$ cat config.mk
export PLATFORM = sky130hd
export DESIGN_NAME = daf_fir
export DESIGN_NICKNAME = d
export VERILOG_FILES = /design/src/rtl/daf_pkg.sv /design/src/rtl/daf_subtable.sv /design/src/rtl/daf_tapline.sv /design/src/rtl/daf_accum.sv /design/src/rtl/daf_fir.sv
export SDC_FILE = /design/constraint.sdc
export NUM_CORES = 1
export LEC_CHECK = 0
export BUFFER_PORTS_ARGS = -buffer_cell sky130_fd_sc_hd__buf_2
export CAP_MARGIN = 0
export CORE_ASPECT_RATIO = 1.2
export CORE_MARGIN = 4
export CORE_UTILIZATION = 30
export DETAILED_ROUTE_END_ITERATION = 7
export MAX_ROUTING_LAYER = met4
export SETUP_SLACK_MARGIN = 0.4
export SYNTH_ARGS = -nofsm -noshare
export SYNTH_HDL_FRONTEND = slang
export SYNTH_HIERARCHICAL = 1
export SYNTH_SLANG_ARGS = --single-unit
$ cat constraint.sdc
create_clock -name clk_i -period 4.55 [get_ports clk_i]
set_input_delay 0.91 -clock clk_i [delete_from_list [all_inputs] [get_ports clk_i]]
set_output_delay 0.91 -clock clk_i [all_outputs]
set_load 0.005 [all_outputs]
$ cat src/rtl/daf_pkg.sv
package daf_pkg;

    // Fixed tap weights; indices past the default set follow a folded formula.
    function automatic int coef_at(input int k);
        case (k)
            0: return 5;
            1: return -12;
            2: return 37;
            3: return 101;
            4: return 88;
            5: return -29;
            6: return 14;
            7: return -3;
            default: return ((k * 29) % 61) - 30;
        endcase
    endfunction

endpackage

$ cat src/rtl/daf_subtable.sv
module daf_subtable #(
    parameter int BASE  = 0,
    parameter int GROUP = 4,
    parameter int TW    = 10,
    localparam int DEPTH = 2 ** GROUP
) (
    input  logic [GROUP-1:0]     addr_i,
    output logic signed [TW-1:0] entry_o
);
    import daf_pkg::*;

    function automatic int entry_val(input int a);
        int acc;
        acc = 0;
        for (int i = 0; i < GROUP; i++) begin
            if (((a >> i) & 1) == 1) acc += coef_at(BASE + i);
        end
        return acc;
    endfunction

    logic signed [TW-1:0] rom [DEPTH];

    for (genvar a = 0; a < DEPTH; a++) begin : g_rom
        assign rom[a] = TW'(entry_val(a));
    end

    assign entry_o = rom[addr_i];

    // an all-zero address selects no coefficient.
    always_comb begin
        if (addr_i == '0) begin
            p_zero_entry_r4: assert (entry_o == '0);
        end
    end
endmodule

$ cat src/rtl/daf_tapline.sv
module daf_tapline #(
    parameter int NTAPS = 8,
    parameter int BW    = 12
) (
    input  logic             clk_i,
    input  logic             rst_ni,
    input  logic             load_i,
    input  logic             shift_i,
    input  logic [BW-1:0]    sample_i,
    output logic [NTAPS-1:0] bits_o
);
    typedef struct {
        logic [BW-1:0] hist [NTAPS];
        logic [BW-1:0] ser  [NTAPS];
    } tl_t;

    tl_t st_d, st_q;

    always_comb begin
        st_d = st_q;
        if (load_i) begin
            st_d.hist[0] = sample_i;
            st_d.ser[0]  = sample_i;
            for (int k = 1; k < NTAPS; k++) begin
                st_d.hist[k] = st_q.hist[k-1];
                st_d.ser[k]  = st_q.hist[k-1];
            end
        end else if (shift_i) begin
            for (int k = 0; k < NTAPS; k++) begin
                st_d.ser[k] = st_q.ser[k] >> 1;
            end
        end
    end

    always_ff @(posedge clk_i or negedge rst_ni) begin
        if (!rst_ni) begin
            for (int k = 0; k < NTAPS; k++) begin
                st_q.hist[k] <= '0;
                st_q.ser[k]  <= '0;
            end
        end else begin
            st_q <= st_d;
        end
    end

    for (genvar k = 0; k < NTAPS; k++) begin : g_bits
        assign bits_o[k] = st_q.ser[k][0];
    end

    // a load presents the new sample at the head of the serial copy.
    p_load_head_r2: assert property (@(posedge clk_i) disable iff (!rst_ni)
        load_i |=> (st_q.ser[0] == st_q.hist[0]));
endmodule

$ cat src/rtl/daf_accum.sv
module daf_accum #(
    parameter int GSW = 11,
    parameter int BW  = 12,
    localparam int HW = GSW + 1,
    localparam int OW = HW + BW
) (
    input  logic                 clk_i,
    input  logic                 rst_ni,
    input  logic                 clear_i,
    input  logic                 en_i,
    input  logic                 neg_i,
    input  logic signed [GSW-1:0] part_i,
    output logic [OW-1:0]        fin_o
);
    typedef struct packed {
        logic signed [HW-1:0] hi;
        logic [BW-1:0]        lo;
    } acc_t;

    acc_t acc_d, acc_q;
    logic signed [HW:0] pext, addend, s;

    always_comb begin
        pext   = (HW+1)'(part_i);
        addend = neg_i ? -pext : pext;
        s      = {acc_q.hi[HW-1], acc_q.hi} + addend;
        fin_o  = {s[HW:1], s[0], acc_q.lo[BW-1:1]};
        acc_d  = acc_q;
        if (clear_i) begin
            acc_d = '0;
        end else if (en_i) begin
            acc_d.hi = s[HW:1];
            acc_d.lo = {s[0], acc_q.lo[BW-1:1]};
        end
    end

    always_ff @(posedge clk_i or negedge rst_ni) begin
        if (!rst_ni) acc_q <= '0;
        else         acc_q <= acc_d;
    end

    // every run starts from an empty accumulator.
    p_clear_empty_r4: assert property (@(posedge clk_i) disable iff (!rst_ni)
        clear_i |=> (acc_q == '0));
endmodule

$ cat src/rtl/daf_fir.sv
module daf_fir #(
    parameter int NTAPS = 8,
    parameter int GROUP = 4,
    parameter int BW    = 12,
    parameter int CW    = 8,
    localparam int NGRP = NTAPS / GROUP,
    localparam int TW   = CW + $clog2(GROUP),
    localparam int GSW  = CW + $clog2(NTAPS),
    localparam int OW   = GSW + 1 + BW,
    localparam int CNTW = $clog2(BW)
) (
    input  logic          clk_i,
    input  logic          rst_ni,
    input  logic          start_i,
    input  logic [BW-1:0] sample_i,
    output logic          busy_o,
    output logic          y_valid_o,
    output logic [OW-1:0] y_o
);
    typedef struct packed {
        logic            busy;
        logic            valid;
        logic [CNTW-1:0] cnt;
        logic [OW-1:0]   y;
    } ctl_t;

    ctl_t ctl_d, ctl_q;

    logic                 load, clear, en, neg;
    logic [NTAPS-1:0]     bits;
    logic signed [TW-1:0] grp [NGRP];
    logic signed [GSW-1:0] part;
    logic [OW-1:0]        fin;

    daf_tapline #(.NTAPS(NTAPS), .BW(BW)) u_tapline (
        .clk_i    (clk_i),
        .rst_ni   (rst_ni),
        .load_i   (load),
        .shift_i  (en),
        .sample_i (sample_i),
        .bits_o   (bits)
    );

    for (genvar g = 0; g < NGRP; g++) begin : g_grp
        daf_subtable #(.BASE(g * GROUP), .GROUP(GROUP), .TW(TW)) u_tbl (
            .addr_i  (bits[g*GROUP +: GROUP]),
            .entry_o (grp[g])
        );
    end

    always_comb begin
        part = '0;
        for (int g = 0; g < NGRP; g++) begin
            part = part + GSW'(grp[g]);
        end
    end

    daf_accum #(.GSW(GSW), .BW(BW)) u_accum (
        .clk_i   (clk_i),
        .rst_ni  (rst_ni),
        .clear_i (clear),
        .en_i    (en),
        .neg_i   (neg),
        .part_i  (part),
        .fin_o   (fin)
    );

    always_comb begin
        ctl_d       = ctl_q;
        ctl_d.valid = 1'b0;
        load        = 1'b0;
        clear       = 1'b0;
        en          = 1'b0;
        neg         = 1'b0;
        if (!ctl_q.busy) begin
            if (start_i) begin
                load       = 1'b1;
                clear      = 1'b1;
                ctl_d.busy = 1'b1;
                ctl_d.cnt  = '0;
            end
        end else begin
            en  = 1'b1;
            neg = (ctl_q.cnt == CNTW'(BW - 1));
            if (neg) begin
                ctl_d.busy  = 1'b0;
                ctl_d.valid = 1'b1;
                ctl_d.y     = fin;
            end else begin
                ctl_d.cnt = ctl_q.cnt + 1'b1;
            end
        end
    end

    always_ff @(posedge clk_i or negedge rst_ni) begin
        if (!rst_ni) ctl_q <= '0;
        else         ctl_q <= ctl_d;
    end

    assign busy_o    = ctl_q.busy;
    assign y_valid_o = ctl_q.valid;
    assign y_o       = ctl_q.y;

    p_start_busy_r2: assert property (@(posedge clk_i) disable iff (!rst_ni)
        (start_i && !busy_o) |=> busy_o);

    p_end_valid_r3: assert property (@(posedge clk_i) disable iff (!rst_ni)
        $fell(busy_o) |-> y_valid_o);

    p_valid_pulse_r3: assert property (@(posedge clk_i) disable iff (!rst_ni)
        y_valid_o |=> !y_valid_o);

    p_busy_hold_r5: assert property (@(posedge clk_i) disable iff (!rst_ni)
        (busy_o && ctl_q.cnt != CNTW'(BW - 1)) |=> (busy_o && !y_valid_o));

    p_y_hold_r7: assert property (@(posedge clk_i) disable iff (!rst_ni)
        !y_valid_o |-> $stable(y_o));
endmodule

==> results.txt, run 1 <==
Post-Route WL = 21700 um
Worst path top cell family by delay = compound AO/OA/AOI/OAI gates
Starting DRT DRC Count = 377
Diode count = 0
Total GRT Usage = 10.4%
Hold Path Class = in2async
# rows = 79
Grt total ovfl = 0
Htree depth = 1
Routability Congestion = 0.808
Die area = 43000 um2
Largest area contributor in the netlist = dfrtp_1
Post-DP HPWL = 13700 um
# DRC = 0
Post-Syn Area = 11900 um2
Total CTS buffers = 26
Clk Latency, worst-skew pair = 530 ps
Final Cell Area = 13600 um2
Buf+Inv Stages, Crit Path = 1
Clk buf depth = 3
Pin count of the biggest net entering global routing = 184
Max incr delay on CP = 430 ps
Crit start category = register
Setup violations, final = 0
I/O Buffers = 40
Max-slew violation count = 0
Yosys reg bits = 233
Ys async rst share = 100%
Top-Level Pins = 41
Period utilization = 97.2%
# clock sinks = 233
Post-Synthesis Cells = 1184
CTS tree = done
DRT Pass-1 Iters = 4
Yosys top cell area share = 48.9%
YS warnings = 6
FILL cells = 3938
Critical-path top delay cell = or3_4
CP cell instances = clkinv_4 -> ha_4 -> mux2_4 -> a31oi_4 -> ha_4 -> and3_4 -> a2111oi_4 -> o21bai_2 -> a21oi_2 -> xnor2_2 -> or3_4 -> o31ai_4 -> xnor2_1 -> ha_1 -> and3_4 -> a31oi_1 -> o21ai_1 -> a21o_1 -> a221o_1
Initial Util = 30.5%
Die extent in y = 226 um
Area Growth Syn to Fin = 14.3%
Achievable clock frequency = 226 MHz
Max-cap viol count = 0
Vias per cell = 4.44
Slew HR = 31.8%
Clk root buf = clkbuf_16
RSZ-0062 raised after global routing = yes
Synth area leaders = dfrtp_1, mux2i_1, nand2_1
Crit. Startpoint = u_tapline/bits_o[4]
DP Area = 12400 um2
Number of global-route vias before repair = 7932
WS Path Type = reg2reg
Unique masters post-synth = 73
Average cell area after synthesis = 10.1 um2
Final ANT Viol Nets = 0
CP Max Fanout = 5
Synth top cells by count = dfrtp_1, nand2_1, mux2i_1, inv_1, o21ai_1
Core box area = 39000 um2
Required time of the worst setup path = 4960 ps
First-pass GRT wire length = 37900 um
Hold Fails Final Rpt = 0
Post-synth net total = 1242
Min Tclk post-route = 4420 ps
Most used flip-flop cell after synthesis = dfrtp_1
Total number of vias = 7724
Most frequent cell after synthesis = dfrtp_1
Register area share after synthesis = 48.9%
Worst-Margin Slew = 1020 ps
Share of cells above drive strength 1 = 19.1%
Clock-pin slew on the worst setup and hold paths = 60 ps
WL per Instance = 12.4 um
# nets final = 1257
Crit path DAT = 4840 ps
Hold_buf cts = 0
Status = finished clean
Final Skew = 19.4 ps
Post-synth EDFFs = 0
Die W = 190 um
Initial antenna violation count = 0
CP endpoint kind = register
Reg-to-reg critical path startpoint = u_tapline/bits_o[4]
[layer usage]
| layer | track usage, % | share of wire [%] | up-vias |
|---|---|---|---|
| met5 | - | 0 | - |
| li1 | - | - | 3960 |
| met4 | 2.75 | 2.3 | 0 |
| met2 | 17.4 | 48 | 86 |
| met3 | 1.51 | 2.7 | 32 |
| met1 | 13.4 | 47 | 3646 |
[sequential cells by signal (all words and copies together), names as in the netlist]
| signal | cells |
|---|---|
| u_accum/acc_q | 12 |
| u_tapline/bits_o | 8 |
| y_o | 24 |
| busy_o | 1 |
| u_accum/fin_o | 11 |
| u_tapline/st_q | 172 |
| y_valid_o | 1 |
| ctl_q | 4 |
[stage by stage]
stage	util, %	hold slack [ps]	setup WS, ps	std cells	TNS (ps)
2_1_floorplan	-	447	39.6	1184	0
3_3_place_gp	31.6	454	44.5	1677	0
3_5_place_dp	31.6	451	-58.2	1677	-107
4_1_cts	34.5	386	174	1734	0
5_1_grt	34.9	434	-77.2	1741	-104
6_report	34.9	344	127	1741	0
[path summary, 6_finish.rpt]
check,end,slack [ps],cells past startpoint
max,u_accum/acc_q[22],130,19
min,y_o[22],340,1
max reg2reg,u_accum/acc_q[22],130,19
min reg2reg,y_o[6],460,2
max in group asynchronous,u_tapline/st_q[178],3190,2
min in group clk_i,y_o[6],460,2
[layout make-up]
| type | instances | area, um2 | share of cell area [%] |
|---|---|---|---|
| repair buffers | 91 | 626 | 4.59 |
| clock buffers | 38 | 757 | 5.56 |
| flip-flops and latches | 233 | 5840 | 42.9 |
| inverters | 105 | 412 | 3.02 |
| well taps | 526 | 658 | 4.83 |
| clock inverters | 6 | 90.1 | 0.661 |
| multi-input cells | 742 | 5240 | 38.5 |
[worst register-to-register path, delay by kind of cell, from the launching register on]
kind / cells / cell delay [ps]
buffers and inverters: 1 / 100
xor gates and xnor gates: 2 / 180
muxes: 1 / 320
and+or+nand+nor: 3 / 800
AOI/OAI and AO/OA: 9 / 1740
adders and majority gates: 3 / 770
DFF: 1 / 390
[kinds of logic (layout without fill, tap and decap cells)]
group	count (synthesis)	count (layout)	share of synthesized area [%]
XOR/XNOR	30	30	2.20
AO/OA/AOI/OAI	260	260	13.2
multiplexers	118	118	10.1
AND/OR/NAND/NOR	291	291	10.9
flip-flops	233	233	48.9
adder cells (fa/ha/maj)	43	43	4.64
buffers and inverters	209	240	10.0
[cell usage in the layout, fill, tap and decap left out, types with 6 or more instances in the layout]
cell type	n
dfrtp_1	227
nand2_1	189
mux2i_1	106
inv_1	96
o21ai_1	93
o21ai_0	78
buf_4	47
buf_2	39
nor2_1	30
ha_1	29
clkbuf_16	27
o21ai_2	14
xnor2_1	14
a21oi_1	11
nand2b_1	10
a21o_1	9
a22o_1	9
nand3_1	8
a21oi_2	8
nor3_1	8
mux2_2	8
ha_4	8
xnor2_2	7
xor2_1	7
clkbuf_1	7
nand3b_1	7
nor2b_1	6
[what timing repair did]
action,4_1_cts,5_1_grt
pin swaps,30,11
resized for setup,41,21
cloned,0,0
endpoints found under the setup margin,12,12
setup buffers,13,7
Power of run 1 is left out: the tool's default activity adds up to more than one toggle a clock period on the data nets, which glitch-free logic cannot reach.
==> run 2: changes to the inputs <==
--- a/config.mk
+++ b/config.mk
@@ -7,11 +7,14 @@
 export LEC_CHECK = 0
 export BUFFER_PORTS_ARGS = -buffer_cell sky130_fd_sc_hd__buf_2
 export CAP_MARGIN = 0
+export CELL_PAD_IN_SITES_DETAIL_PLACEMENT = 1
+export CELL_PAD_IN_SITES_GLOBAL_PLACEMENT = 1
 export CORE_ASPECT_RATIO = 1.2
 export CORE_MARGIN = 4
 export CORE_UTILIZATION = 30
 export DETAILED_ROUTE_END_ITERATION = 7
 export MAX_ROUTING_LAYER = met4
+export PLACE_DENSITY_LB_ADDON = 0.1
 export SETUP_SLACK_MARGIN = 0.4
 export SYNTH_ARGS = -nofsm -noshare
 export SYNTH_HDL_FRONTEND = slang
==> run 2 against run 1 <==
  * Global-route usage is 2.1 points higher
  * Non-clock buffer count is 15 higher
  * Cell count is 0.98% higher
  * Clock-buffer cell count stayed put
  * Critical path depth stayed put
  * Setup slack better by 14 ps
  * Maximum frequency is 0.33% higher
  * Sequential cell count stayed put
  * Design area is 2.1% higher
  * Clock skew is 5.5 ps lower
  * First-iteration DRC count is 32% lower
  * Critical path type unchanged
==> results.txt, run 2 (synthesis gave the netlist of run 1 again) <==
Post-Route WL = 25800 um
Total CTS buffers = 27
# rows = 79
Crit start category = register
Post-DP HPWL = 16400 um
WL per Instance = 14.7 um
Final Skew = 13.9 ps
Setup violations, final = 0
CP cell instances = clkinv_4 -> ha_4 -> mux2_4 -> a31oi_4 -> ha_4 -> and2_4 -> a2111oi_4 -> o21bai_2 -> a21oi_2 -> xnor2_2 -> or3_4 -> o31ai_4 -> xnor2_1 -> ha_1 -> and3_4 -> a31oi_1 -> o21ai_1 -> a21o_1 -> a221o_1
Initial Util = 30.5%
WS Path Type = reg2reg
CP endpoint kind = register
Share of cells above drive strength 1 = 20.9%
Htree depth = 1
Worst setup path endpoint = u_accum/acc_q[22]
First-pass GRT wire length = 43900 um
Total number of vias = 7904
Crit path DAT = 4840 ps
Max-cap viol count = 0
Max incr delay on CP = 420 ps
Max FFs per register = 172
Area Growth Syn to Fin = 16.7%
Period utilization = 96.9%
CP Max Fanout = 5
Clk Latency, worst-skew pair = 560 ps
FF-to-FF setup slack = 140 ps
Clock-pin slew on the worst setup and hold paths = 60 ps
Cells after DPL = 1694
Vias per cell = 4.50
Crit. Startpoint = u_tapline/bits_o[4]
Commonest cells after routing, fill and taps aside = dfrtp_1, nand2_1, mux2i_1
Reg-to-reg critical path startpoint = u_tapline/bits_o[4]
Die area = 43000 um2
RSZ-0062 raised after global routing = yes
Die W = 190 um
CTS tree = done
Final ANT Viol Nets = 0
Slew HR = 34.4%
Number of global-route vias before repair = 8379
Core box area = 39000 um2
Achievable clock frequency = 227 MHz
Final cell count without fillers = 1758
Worst-Margin Slew = 983 ps
Most used cell along the critical path = ha_4
Status = finished clean
Commonest non-fill, non-tap cell in the layout = dfrtp_1
Clk root buf = clkbuf_16
Min Tclk post-route = 4410 ps
Top-Level Pins = 41
R2R depth = 19
DRT Pass-1 Iters = 4
Hold Path Class = in2async
Pin count of the biggest net entering global routing = 144
Critical-path top delay cell = or3_4
Hold Fails Final Rpt = 0
Grt total ovfl = 0
# DRC = 0
Diode count = 0
Hold_buf cts = 0
I/O Buffers = 40
Largest register by flop count = u_tapline/st_q
# nets final = 1273
Die extent in y = 226 um
Total GRT Usage = 12.5%
Capturing point of the worst reg2reg path = u_accum/acc_q[22]
# clock sinks = 233
Routability Congestion = 0.753
Starting DRT DRC Count = 258
Clk buf depth = 3
Max-slew violation count = 0
Required time of the worst setup path = 4980 ps
Initial antenna violation count = 0
## run 2: changes by cell type in the layout (fill, tap and decap cells not counted), moves of 3 or more
| cell | before | now |
|---|---|---|
| buf_6 | 2 | 5 |
| buf_4 | 47 | 57 |
| ha_4 | 8 | 12 |
| o21ai_4 | 1 | 4 |
## run 2: cell type report
| class | instances | area [um2] |
|---|---|---|
| clock buffer | 38 | 767 |
| timing repair buffer | 106 | 774 |
| multi-input combinational | 742 | 5370 |
| inverter | 105 | 412 |
| sequential | 233 | 5840 |
| fill | 4403 | 25100 |
| clock inverter | 8 | 88.8 |
| tap | 526 | 658 |
## run 2: routing by layer
layer / GRT usage [%] / up-vias / wire [um]
met4: 3.24 / 0 / 474
met5: - / - / 0
li1: - / 3985 / -
met2: 19.9 / 75 / 12000
met1: 16.8 / 3812 / 12500
met3: 1.92 / 32 / 853
## run 2: critical path: cells and delay by family, from the launching register on
family / cells / cell delay, ps
compound gates: 9 / 1750
simple gates: 3 / 770
fa+ha+maj: 3 / 730
flops: 1 / 400
mux: 1 / 310
xor+xnor: 2 / 230
buf+inv: 1 / 100
## run 2: worst min path at each step
stage                       start  cells after the start         to
after floorplan            y_o[0]                      2     y_o[0]
after global placement    y_o[10]                      2    y_o[10]
after detailed placement   y_o[1]                      2     y_o[1]
after CTS                  rst_ni                      1  ctl_q[26]
after global routing       rst_ni                      1  ctl_q[26]
final                      rst_ni                      1  ctl_q[26]
## run 2: timing repair
item                       CTS  global route
setup endpoints to repair   13            15
resized for setup           37            48
cloned                       0             0
pin swaps                   28            37
setup buffers                7            11
## run 2: per-stage QoR
stage	util, %	setup TNS [ps]	hold WS (ps)	area [um2]	worst slack [ps]
5_1_grt	35.6	-52.4	455	13900	-34.1
6_report	35.6	0	357	13900	142
4_1_cts	34.8	0	405	13600	167
3_5_place_dp	32.0	-195	458	12500	-105
3_3_place_gp	32.0	0	454	12500	0.404
2_1_floorplan	-	0	447	12000	39.6
Power of run 2 is left out for the same reason.
==> run 3: changes to the inputs <==
--- a/config.mk
+++ b/config.mk
@@ -14,7 +14,8 @@
 export CORE_UTILIZATION = 30
 export DETAILED_ROUTE_END_ITERATION = 7
 export MAX_ROUTING_LAYER = met4
-export PLACE_DENSITY_LB_ADDON = 0.1
+export PLACE_DENSITY = 0.65
+export RECOVER_POWER = 100
 export SETUP_SLACK_MARGIN = 0.4
 export SYNTH_ARGS = -nofsm -noshare
 export SYNTH_HDL_FRONTEND = slang
==> run 3 against run 2 <==
  * The run now ends with max-capacitance violations, max-slew violations left
  * Core utilization decreased by 0.27 points
  * Sequential cell count did not move
  * Die area did not move
  * Non-clock buffer count is 1 higher
  * Highest routed layer unchanged
==> results.txt, run 3 (synthesis gave the netlist of run 1 again) <==
Initial antenna violation count = 0
Period utilization = 97.9%
Core box area = 39000 um2
Required time of the worst setup path = 4970 ps
Worst-Margin Slew = 2830 ps
Max FFs per register = 172
# clock sinks = 233
CP cell instances = inv_6 -> ha_4 -> mux2_4 -> a31oi_4 -> ha_4 -> and3_4 -> a2111oi_4 -> buf_4 -> buf_4 -> o21ai_2 -> a21oi_4 -> xnor2_4 -> o31ai_4 -> xnor2_1 -> ha_1 -> and3_4 -> and3_1 -> a21o_1 -> a221o_1
Achievable clock frequency = 225 MHz
Hold Fails Final Rpt = 0
Max-slew violation count = 168
Initial Util = 30.5%
Clk Latency, worst-skew pair = 540 ps
Starting DRT DRC Count = 289
# DRC = 0
Post-DP HPWL = 15600 um
Area of the multi-input gates = 5320 um2
Die area = 43000 um2
Total number of vias = 8026
Htree depth = 1
Total CTS buffers = 26
Fin Hold WS = 466 ps
Max incr delay on CP = 420 ps
Commonest cells after routing, fill and taps aside = dfrtp_1, nand2_1, o21ai_0
I/O Buffers = 40
Routability Congestion = 0.797
# rows = 79
Die extent in y = 226 um
Finished Core Util = 35.3%
Clk buf depth = 3
Final Cell Area = 13800 um2
Final ANT Viol Nets = 0
Post-Route WL = 25000 um
Clock-pin slew on the worst setup and hold paths = 60 ps
Critical-path top delay cell = dfrtp_1
RSZ-0062 raised after global routing = yes
Min Tclk post-route = 4450 ps
Hold Path Class = reg2reg
Share of cells above drive strength 1 = 19.3%
Area Growth Syn to Fin = 15.8%
# nets final = 1273
Hold_buf cts = 0
CTS tree = done
CP endpoint kind = register
Final Skew = 8.77 ps
Number of global-route vias before repair = 8548
DRT Pass-1 Iters = 4
Status = finished, violations left
First-pass GRT wire length = 42600 um
Crit start category = register
DP Area = 12400 um2
Die W = 190 um
Worst path top cell family by delay = compound AO/OA/AOI/OAI gates
Max-cap viol count = 2
WS Path Type = reg2reg
WL per Instance = 14.2 um
CP Max Fanout = 5
Violated checks = max-capacitance violations, max-slew violations
Register area = 5840 um2
Pin count of the biggest net entering global routing = 162
FILL cells = 4403
Clk root buf = clkbuf_16
Crit path setup slack, layout = 96.9 ps
Commonest non-fill, non-tap cell in the layout = dfrtp_1
Buf+Inv Stages, Crit Path = 3
Grt total ovfl = 0
Diode count = 0
Pre-CTS setup slack = -126 ps
Setup violations, final = 0
Crit path DAT = 4870 ps
Total GRT Usage = 11.9%
Vias per cell = 4.57
Top-Level Pins = 41
Slew HR = -88.5%
Largest register by flop count = u_tapline/st_q
==> run 3: cell types whose count changed in the layout (fill, tap and decap cells not counted), moves of 5 or more <==
| cell | change |
|---|---|
| clkbuf_1 | +10 |
| buf_2 | -7 |
| buf_6 | -5 |
| o21ai_1 | -64 |
| o21ai_0 | +65 |
==> run 3: tightest hold or removal path, stage by stage, from the launching register on <==
cell and delay, ps:
dfrtp_1 330, nand2_1 50, nand2_1 50
==> run 3: metrics by stage <==
step	setup TNS [ps]	cells
5_1_grt	-4010	1758
6_report	0	1758
3_5_place_dp	-499	1681
4_1_cts	0	1746
2_1_floorplan	0	1184
3_3_place_gp	0	1681
==> run 3: final timing paths <==
kind / startpoint / endpoint / slack (ps) / cells past startpoint
worst min register to register: y_o[8] / y_o[8] / 470 / 2
min in group asynchronous: rst_ni / y_o[21] / 1220 / 1
worst max register to register: u_tapline/bits_o[4] / u_accum/acc_q[22] / 100 / 19
worst min-delay path: y_o[8] / y_o[8] / 470 / 2
max in group asynchronous: rst_ni / u_tapline/st_q[188] / 760 / 2
worst max-delay path: u_tapline/bits_o[4] / u_accum/acc_q[22] / 100 / 19
==> run 3: area by class of cell <==
| cell class | instances | area share (%) |
|---|---|---|
| well taps | 526 | 4.77 |
| repair buffers | 107 | 4.98 |
| clock buffers | 37 | 5.45 |
| clock inverters | 8 | 0.961 |
| multi-input cells | 742 | 38.6 |
| flip-flops and latches | 233 | 42.3 |
| inverters | 105 | 2.98 |
==> run 3: repair_timing <==
| item | CTS | global route |
|---|---|---|
| gates resized for setup | 35 | 31 |
| pin swaps | 31 | 28 |
| cloned | 0 | 0 |
| setup endpoints to repair | 13 | 14 |
| setup buffers | 20 | 12 |
==> run 3: routing by layer <==
metal,vias up,global-route usage [%],part of all wire (%)
li1,3973,-,-
met5,-,-,0
met4,0,2.68,2.1
met3,41,1.89,3.1
met2,84,20.1,50
met1,3928,15.1,45
Power of run 3 is left out for the same reason.
